### config.mk
export PLATFORM = sky130hd
export DESIGN_NAME = alarm_time_setter
export DESIGN_NICKNAME = d
export VERILOG_FILES = /design/src/rtl/alarm_time_pkg.sv /design/src/rtl/bcd_digit_cell.sv /design/src/rtl/bcd_minute_stepper.sv /design/src/rtl/alarm_ring_fsm.sv /design/src/rtl/alarm_time_setter.sv
export SDC_FILE = /design/constraint.sdc
export NUM_CORES = 1
export LEC_CHECK = 0
export ABC_CLOCK_PERIOD_IN_PS = 5300
export BUFFER_PORTS_ARGS = -buffer_cell sky130_fd_sc_hd__buf_2
export CORE_MARGIN = 3
export CORE_UTILIZATION = 55
export CTS_CLUSTER_DIAMETER = 30
export DETAILED_ROUTE_END_ITERATION = 8
export PLACE_DENSITY = 0.91
export SYNTH_ARGS = -nofsm -noshare
export SYNTH_HDL_FRONTEND = slang
export SYNTH_HIERARCHICAL = 1
export SYNTH_SLANG_ARGS = --single-unit
### constraint.sdc
create_clock -name clk -period 5.3 [get_ports clk]
set_input_delay 0.53 -clock clk [delete_from_list [all_inputs] [get_ports clk]]
set_output_delay 0.53 -clock clk [all_outputs]
set_load 0.02 [all_outputs]
### src/rtl/alarm_time_pkg.sv
package alarm_time_pkg;

    localparam int DIGIT_W  = 4;
    localparam int N_DIGITS = 4;
    localparam int WORD_W   = DIGIT_W * N_DIGITS;

    // Digit order inside the word, lowest first.
    localparam int IDX_MIN_UNITS  = 0;
    localparam int IDX_MIN_TENS   = 1;
    localparam int IDX_HOUR_UNITS = 2;
    localparam int IDX_HOUR_TENS  = 3;

    localparam logic [WORD_W-1:0] TIME_ZERO = 16'h0000;
    localparam logic [WORD_W-1:0] TIME_LAST = 16'h2359;
    localparam logic [2*DIGIT_W-1:0] HOUR_LAST = 8'h23;

    typedef enum logic [1:0] {
        CMD_HOLD = 2'd0,
        CMD_UP   = 2'd1,
        CMD_DOWN = 2'd2
    } step_cmd_e;

    typedef enum logic [1:0] {
        RING_OFF    = 2'd0,
        RING_WATCH  = 2'd1,
        RING_ACTIVE = 2'd2
    } ring_state_e;

    // Largest value a digit position may hold before it wraps.
    function automatic logic [DIGIT_W-1:0] digit_limit(input int idx);
        case (idx)
            IDX_MIN_TENS:  digit_limit = DIGIT_W'(5);
            IDX_HOUR_TENS: digit_limit = DIGIT_W'(2);
            default:       digit_limit = DIGIT_W'(9);
        endcase
    endfunction

    function automatic step_cmd_e decode_cmd(input logic stb, input logic [1:0] adj);
        if (!stb || !adj[1])
            decode_cmd = CMD_HOLD;
        else if (adj[0])
            decode_cmd = CMD_DOWN;
        else
            decode_cmd = CMD_UP;
    endfunction

endpackage

### src/rtl/bcd_digit_cell.sv
module bcd_digit_cell #(
    parameter int                  DW    = 4,
    parameter logic [DW-1:0]       LIMIT = 4'd9
) (
    input  logic [DW-1:0] d,
    input  logic          up,
    input  logic          ci,
    output logic [DW-1:0] q,
    output logic          co
);
    localparam logic [DW-1:0] ONE  = DW'(1);
    localparam logic [DW-1:0] ZERO = '0;

    always_comb begin
        q  = d;
        co = 1'b0;
        if (ci) begin
            if (up) begin
                if (d >= LIMIT) begin
                    q  = ZERO;
                    co = 1'b1;
                end else begin
                    q = d + ONE;
                end
            end else begin
                if (d == ZERO) begin
                    q  = LIMIT;
                    co = 1'b1;
                end else begin
                    q = d - ONE;
                end
            end
        end
    end
endmodule

### src/rtl/bcd_minute_stepper.sv
module bcd_minute_stepper
    import alarm_time_pkg::*;
(
    input  logic [WORD_W-1:0] cur,
    input  step_cmd_e         cmd,
    output logic [WORD_W-1:0] nxt
);
    logic [N_DIGITS:0]        chain;
    logic [WORD_W-1:0]        raw;
    logic                     going_up;

    assign going_up = (cmd == CMD_UP);
    assign chain[0] = (cmd != CMD_HOLD);

    for (genvar g = 0; g < N_DIGITS; g++) begin : g_digit
        bcd_digit_cell #(
            .DW    (DIGIT_W),
            .LIMIT (digit_limit(g))
        ) i_cell (
            .d  (cur[g*DIGIT_W +: DIGIT_W]),
            .up (going_up),
            .ci (chain[g]),
            .q  (raw[g*DIGIT_W +: DIGIT_W]),
            .co (chain[g+1])
        );
    end

    // Day-boundary fix-ups: an hour past 23 after a step up restarts at
    // midnight, any value past 23:59 after a step down lands on 23:59.
    always_comb begin
        nxt = raw;
        unique case (cmd)
            CMD_UP:   if (raw[WORD_W-1 -: 2*DIGIT_W] > HOUR_LAST) nxt = TIME_ZERO;
            CMD_DOWN: if (raw > TIME_LAST) nxt = TIME_LAST;
            CMD_HOLD: nxt = cur;
            default:  nxt = cur;
        endcase
    end
endmodule

### src/rtl/alarm_ring_fsm.sv
module alarm_ring_fsm
    import alarm_time_pkg::*;
(
    input  logic clk,
    input  logic rst,
    input  logic arm,
    input  logic match,
    output logic ring
);
    ring_state_e state_q, state_d;

    always_comb begin
        state_d = state_q;
        unique case (state_q)
            RING_OFF,
            RING_WATCH,
            RING_ACTIVE: begin
                if (!arm)
                    state_d = RING_OFF;
                else if (match)
                    state_d = RING_ACTIVE;
                else
                    state_d = RING_WATCH;
            end
            default: state_d = RING_OFF;
        endcase
    end

    always_ff @(posedge clk) begin
        if (rst)
            state_q <= RING_OFF;
        else
            state_q <= state_d;
    end

    always_comb begin
        ring = 1'b0;
        unique case (state_q)
            RING_ACTIVE: ring = 1'b1;
            RING_OFF,
            RING_WATCH:  ring = 1'b0;
            default:     ring = 1'b0;
        endcase
    end
endmodule

### src/rtl/alarm_time_setter.sv
module alarm_time_setter
    import alarm_time_pkg::*;
(
    input  logic              clk,
    input  logic              rst,
    input  logic              step_stb,
    input  logic [1:0]        adj_ctl,
    input  logic              arm,
    input  logic [WORD_W-1:0] now_time,
    output logic [WORD_W-1:0] alarm_time,
    output logic              alarm_on
);
    step_cmd_e         cmd;
    logic [WORD_W-1:0] time_q, time_d;
    logic              same_time;

    assign cmd = decode_cmd(step_stb, adj_ctl);

    bcd_minute_stepper i_stepper (
        .cur (time_q),
        .cmd (cmd),
        .nxt (time_d)
    );

    always_ff @(posedge clk) begin
        if (rst)
            time_q <= TIME_ZERO;
        else
            time_q <= time_d;
    end

    assign same_time = (now_time == time_q);

    alarm_ring_fsm i_ring (
        .clk   (clk),
        .rst   (rst),
        .arm   (arm),
        .match (same_time),
        .ring  (alarm_on)
    );

    assign alarm_time = time_q;
endmodule

# Yosys cells after proc, flatten, opt, wreduce, memory -nomap -nowiden
# Cells that the tools add are included.
[op_classes] n_addsub=8 n_lt_le_gt_ge=6 eq_ne=5 n_mux=35 bitwise_logic=2 reduce_logical=12
[op_table] cell="$mux W4" count=16
[op_table] cell="$mux W16" count=2
[op_table] cell="$pmux W16 S2" count=1
[op_table] cell="$add A4 B1 Y4 const B" count=4
[op_table] cell="$eq A16 B16 Y1" count=1
[op_table] cell="$gt A16 B14 Y1 const B" count=1
[op_table] cell="$logic_not A4 Y1" count=4
[op_table] cell="$sub A4 B1 Y4 const B" count=4
[op_table] cell="$mux W1" count=13
[op_table] cell="$ge A4 B4 Y1 const B" count=2
[op_table] cell="$gt A8 B6 Y1 const B" count=1
[op_table] cell="$mux W2" count=3
[op_table] cell="$reduce_or A3 Y1" count=2
[op_table] cell="$eq A2 B1 Y1 const B" count=2
[op_table] cell="$eq A2 B2 Y1 const B" count=2
[op_table] cell="$ge A4 B2 Y1 const B" count=1
[op_table] cell="$ge A4 B3 Y1 const B" count=1
[op_table] cell="$reduce_bool A2 Y1" count=2
[op_table] cell="$logic_not A1 Y1" count=2
[op_table] cell="$logic_not A2 Y1" count=1
[op_table] cell="$not A1 Y1" count=2
[op_table] cell="$logic_or A1 B1 Y1" count=1
[totals] ff_bits=18 inputBits=22 output_inout_bits=17

# Logic depth before layout (Yosys ltp)
[depth] word_depth=12 mapped_depth=22

# Modules after synthesis
# Netlist, hierarchy kept.
[modules_own_cells] mod="alarm_time_setter" instances=1 cells_per_inst=57 area_each_um2=630.6 seq_area_each_um2=320.3
[modules_own_cells] mod="bcd_digit_cell at i_stepper.g_digit[0].i_cell ..." instances=2 cells_per_inst=38 area_each_um2=290.3 seq_area_each_um2=0.0
[modules_own_cells] mod="bcd_minute_stepper" instances=1 cells_per_inst=68 area_each_um2=396.6 seq_area_each_um2=0.0
[modules_own_cells] mod="bcd_digit_cell at i_stepper.g_digit[1].i_cell" instances=1 cells_per_inst=40 area_each_um2=295.3 seq_area_each_um2=0.0
[modules_own_cells] mod="bcd_digit_cell at i_stepper.g_digit[3].i_cell" instances=1 cells_per_inst=29 area_each_um2=187.7 seq_area_each_um2=0.0
[modules_own_cells] mod="alarm_ring_fsm" instances=1 cells_per_inst=6 area_each_um2=73.8 seq_area_each_um2=40.0

# Worst setup path before layout
# Ideal clock, no wire load.
[synth_timing] path_kind="in2reg" start="in adj_ctl[0]" end="reg time_q[7], in the netlist alarm_time[7]" setup_ns=0.114 arrival_ns=4.080 t_required_ns=5.186 setup_slack_ns=1.106 cell_stages=19 n_path_buf=2 path_cell_list="and3_1 inv_1 ha_1 o21ai_0 nor2_1 buf_4 o21ai_0 nor2_1 buf_2 o21ai_0 nor2_1 inv_1 a22oi_1 o31ai_1 or3_4 a2111oi_4 a21o_1 o22ai_1 and2b_1"
[synth_between] elab_chain_len=11 elab_cells_between_ends=25
[synth_rtl] element="start: declaration" line_no="alarm_time_setter.sv:7" source="input logic [1:0] adj_ctl,"
[synth_rtl] element="$mux W2 (*)" line_no="alarm_time_pkg.sv:41" source="else if (adj[0])"
[synth_rtl] element="$mux W2 (*)" line_no="alarm_time_pkg.sv:39" source="if (!stb || !adj[1])"
[synth_rtl] element="$eq A2 B1 Y1 (*)" line_no="bcd_minute_stepper.sv:12" source="assign going_up = (cmd == CMD_UP);"
[synth_rtl] element="named net i_stepper.going_up" line_no="bcd_minute_stepper.sv:10" source="logic going_up;"
[synth_rtl] element="$mux W1 (*)" line_no="bcd_digit_cell.sv:18" source="if (up) begin"
[synth_rtl] element="$mux W1 (*)" line_no="bcd_digit_cell.sv:17" source="if (ci) begin"
[synth_rtl] element="named net i_stepper.chain[1]" line_no="bcd_minute_stepper.sv:8" source="logic [N_DIGITS:0] chain;"
[synth_rtl] element="$mux W1 (*)" line_no="bcd_digit_cell.sv:17"
[synth_rtl] element="named net i_stepper.chain[2]" line_no="bcd_minute_stepper.sv:8"
[synth_rtl] element="$mux W1 (*)" line_no="bcd_digit_cell.sv:17"
[synth_rtl] element="named net i_stepper.chain[3]" line_no="bcd_minute_stepper.sv:8"
[synth_rtl] element="$mux W4 (*)" line_no="bcd_digit_cell.sv:17"
[synth_rtl] element="named net i_stepper.raw[12]" line_no="bcd_minute_stepper.sv:9" source="logic [WORD_W-1:0] raw;"
[synth_rtl] element="$gt A16 B14 Y1 or $gt A8 B6 Y1 (tied branches)" line_no="bcd_minute_stepper.sv:34, bcd_minute_stepper.sv:33"
[synth_rtl] element="$mux W16 (on tied branches)" line_no="bcd_minute_stepper.sv:34, bcd_minute_stepper.sv:33"
[synth_rtl] element="$pmux W16 S2 (*)" line_no="bcd_minute_stepper.sv:32" source="unique case (cmd)"
[synth_rtl] element="named net time_d[7]" line_no="alarm_time_setter.sv:14" source="logic [WORD_W-1:0] time_q, time_d;"
[synth_rtl] element="end signal: assignment" line_no="alarm_time_setter.sv:29" source="time_q <= time_d;"
[synth_rtl] element="end: declaration" line_no="alarm_time_setter.sv:14"
# The timed path passes the listed nets; every way through them passes the cells marked *.
# A chain may end at the register's enable or synchronous reset.

# Worst setup path in the final report
[layout_timing] start="reg time_q[1], in the netlist alarm_time[1]" end="reg time_q[8], in the netlist alarm_time[8]"
[layout_between] elab_chain_len=10 elab_cells_between_ends=22
[layout_rtl] element="$ge A4 B4 Y1 or $logic_not A4 Y1 (tied branches)" line_no="bcd_digit_cell.sv:19, bcd_digit_cell.sv:26"
[layout_rtl] element="$mux W1 (on tied branches)" line_no="bcd_digit_cell.sv:19, bcd_digit_cell.sv:26"
[layout_rtl] element="$mux W1 (*)" line_no="bcd_digit_cell.sv:18"
[layout_rtl] element="$mux W1 (*)" line_no="bcd_digit_cell.sv:17"
[layout_rtl] element="named net i_stepper.chain[1]" line_no="bcd_minute_stepper.sv:8"
[layout_rtl] element="$mux W1 (*)" line_no="bcd_digit_cell.sv:17"
[layout_rtl] element="named net i_stepper.chain[2]" line_no="bcd_minute_stepper.sv:8"
[layout_rtl] element="$mux W1 (*)" line_no="bcd_digit_cell.sv:17"
[layout_rtl] element="named net i_stepper.chain[3]" line_no="bcd_minute_stepper.sv:8"
[layout_rtl] element="$mux W4 (*)" line_no="bcd_digit_cell.sv:17"
[layout_rtl] element="named net i_stepper.raw[14]" line_no="bcd_minute_stepper.sv:9"
[layout_rtl] element="$gt A16 B14 Y1 or $gt A8 B6 Y1 (tied branches)" line_no="bcd_minute_stepper.sv:34, bcd_minute_stepper.sv:33"
[layout_rtl] element="$mux W16 (on tied branches)" line_no="bcd_minute_stepper.sv:34, bcd_minute_stepper.sv:33"
[layout_rtl] element="$pmux W16 S2 (*)" line_no="bcd_minute_stepper.sv:32"
[layout_rtl] element="named net time_d[8]" line_no="alarm_time_setter.sv:14"
# Marks and branches as above.

==> reports/results.txt <==
outcome - completed
Setup crit start kind - flip-flop
worst-skew pair later-pin latency - 250 ps
Tot GR Track Use - 0.224
H-tree lvl count - 1
Remaining Overflow, GRT - 0
CP Cell Sequence - inv_1, ha_1, or3b_4, a21boi_2, nor2_1, o21ai_0, nor2_1, buf_4, o21ai_0, nor2_1, o21ai_0, a32oi_1, o21ai_0, or2_2, o31ai_2, a31oi_1, and2b_1
Worst Setup Slack, final - 656 ps
setup TNS - 0 ps
Die Ht - 68.6 um
Final ANT Viol Nets - 0
Total Power Consumption - 0.000406 W
Worst Path Buf+Inv - 2
die area - 4700 um2
cts hold-fix bufs - 0
Cells after Synth - 274
Max Cap Violations - 0
overall routed net length - 5090 um
Final GP Congestion - 0.860
GR met2 Demand/Resource - 0.387
cell mode on critical path - o21ai_0
setup violators final - 0
hpwl dp - 3800 um
placed inst area - 2330 um2
global-route wire length before repair - 8160 um
largest net degree at the start of global routing - 31
# resized after CTS - 0
met1 GRT Util - 0.299
Max Fclk - 215 MHz
crit share post-route - 0.876
Clock Path Buffers - 2
I/O Pins - 39
Critical Path RT - 5450 ps
row count - 22
slowest CP cell - nor2_1
Buffers on Ports - 38
CP max FO - 14
# fillers - 353
clk slew on worst S/H paths - 70 ps
RSZ-0062 raised after global routing - no
Final nets - 347
Post-Route Skew - 3.84 ps
Routed wire per std cell - 14.4 um
clock sinks - 18
busiest grt layer - met2
Avg Cell Area, Syn - 7.85 um2
peak per-stage delay on the critical path - 570 ps
most common cell after layout, fill and taps aside - buf_2
Initial Utilization - 0.579
total area of sequential cells - 360 um2
most frequent cells in the layout - buf_2 (38), inv_1 (26), nand2_1 (22), nor2_1 (21)
Crit Path Category - reg2reg
Post-Syn Area - 2150 um2
TritonCTS Buffers - 3
Worst setup EP type - flip-flop
vias in the first global route - 1806
Hold Slack - 572 ps
final hold violations - 0
met3 GRT Util - 0.0211
Slew headroom - 0.406
min cycle time layout - 4640 ps
initial antenna violation count - 0
fraction of layout cells with a size suffix above 1 - 0.216
CP top delay family - simple AND/OR/NAND/NOR gates
TritonCTS clock tree - yes
multi-input gate area in the final layout - 1610 um2
area grow syn2layout - 10.8%
# Post-CTS Setup Buffers - 0
Worst VDD drop - 0.000111 V
Power Density - 170 nW/um2
Syn Nets - 314
post-route cell area - 2380 um2
Worst EP arrival - 4790 ps
Synth warnings - 6
Slew Limit Fails - 0
min-delay worst type - reg2reg
drt via density - 5.86
core area - 3720 um2
clock root buffer master - clkbuf_8
via count - 2073
Leak - 1.00 nW
die width - 68.6 um
Least-Margin Pin Slew - 891 ps
Post-Place Worst Slack - 612 ps
number of DRC markers in iteration 0 - 132
Pre-antenna DRT Iters - 4
Antenna Cells - 0
DRC Markers - 0
flip-flops by register name, summed over array words and instances (netlist names):
register,count
alarm_time,16
i_ring/state_q,2
cell type report:
cell class / count / area share
Tap cell: 48 / 0.0252
Clock buffer: 4 / 0.0231
Sequential cell: 18 / 0.151
Timing Repair Buffer: 40 / 0.0861
Inverter: 26 / 0.0409
Multi-Input combinational cell: 218 / 0.673
layer usage:
metal	up-vias	part of all wire	wire [um]
li1	1044	-	-
met1	959	0.47	2380
met2	64	0.48	2430
met3	6	0.050	254
met4	0	0.0065	33
met5	-	0	0
tightest hold or removal path: cells and delay by family, from the launching register on:
family,cells,cell delay (ps)
and+or+nand+nor,2,240
DFF,1,310
through the flow:
stage | std cells | utilization
finish | 354 | 0.641
global route | 354 | 0.641
CTS | 354 | 0.641
detailed placement | 350 | 0.627
global placement | 350 | 0.627
floorplan | 274 | -
worst paths after layout:
kind / cells past startpoint / startpoint / endpoint / slack (ps)
max: 17 / alarm_time[1] / alarm_time[8] / 660
min: 2 / i_ring/state_q[1] / i_ring/state_q[1] / 570
max reg2reg: 17 / alarm_time[1] / alarm_time[8] / 660
min reg2reg: 2 / i_ring/state_q[1] / i_ring/state_q[1] / 570
power by group:
group / switching (W) / total [W] / leakage, nW / internal (W)
Clock: 0.0000458 / 0.000112 / 0.0288 / 0.0000660
Combinational: 0.0000765 / 0.000141 / 0.827 / 0.0000645
Sequential: 0.0000135 / 0.000154 / 0.146 / 0.000140
No activity file was read; power rests on OpenSTA's default activity.
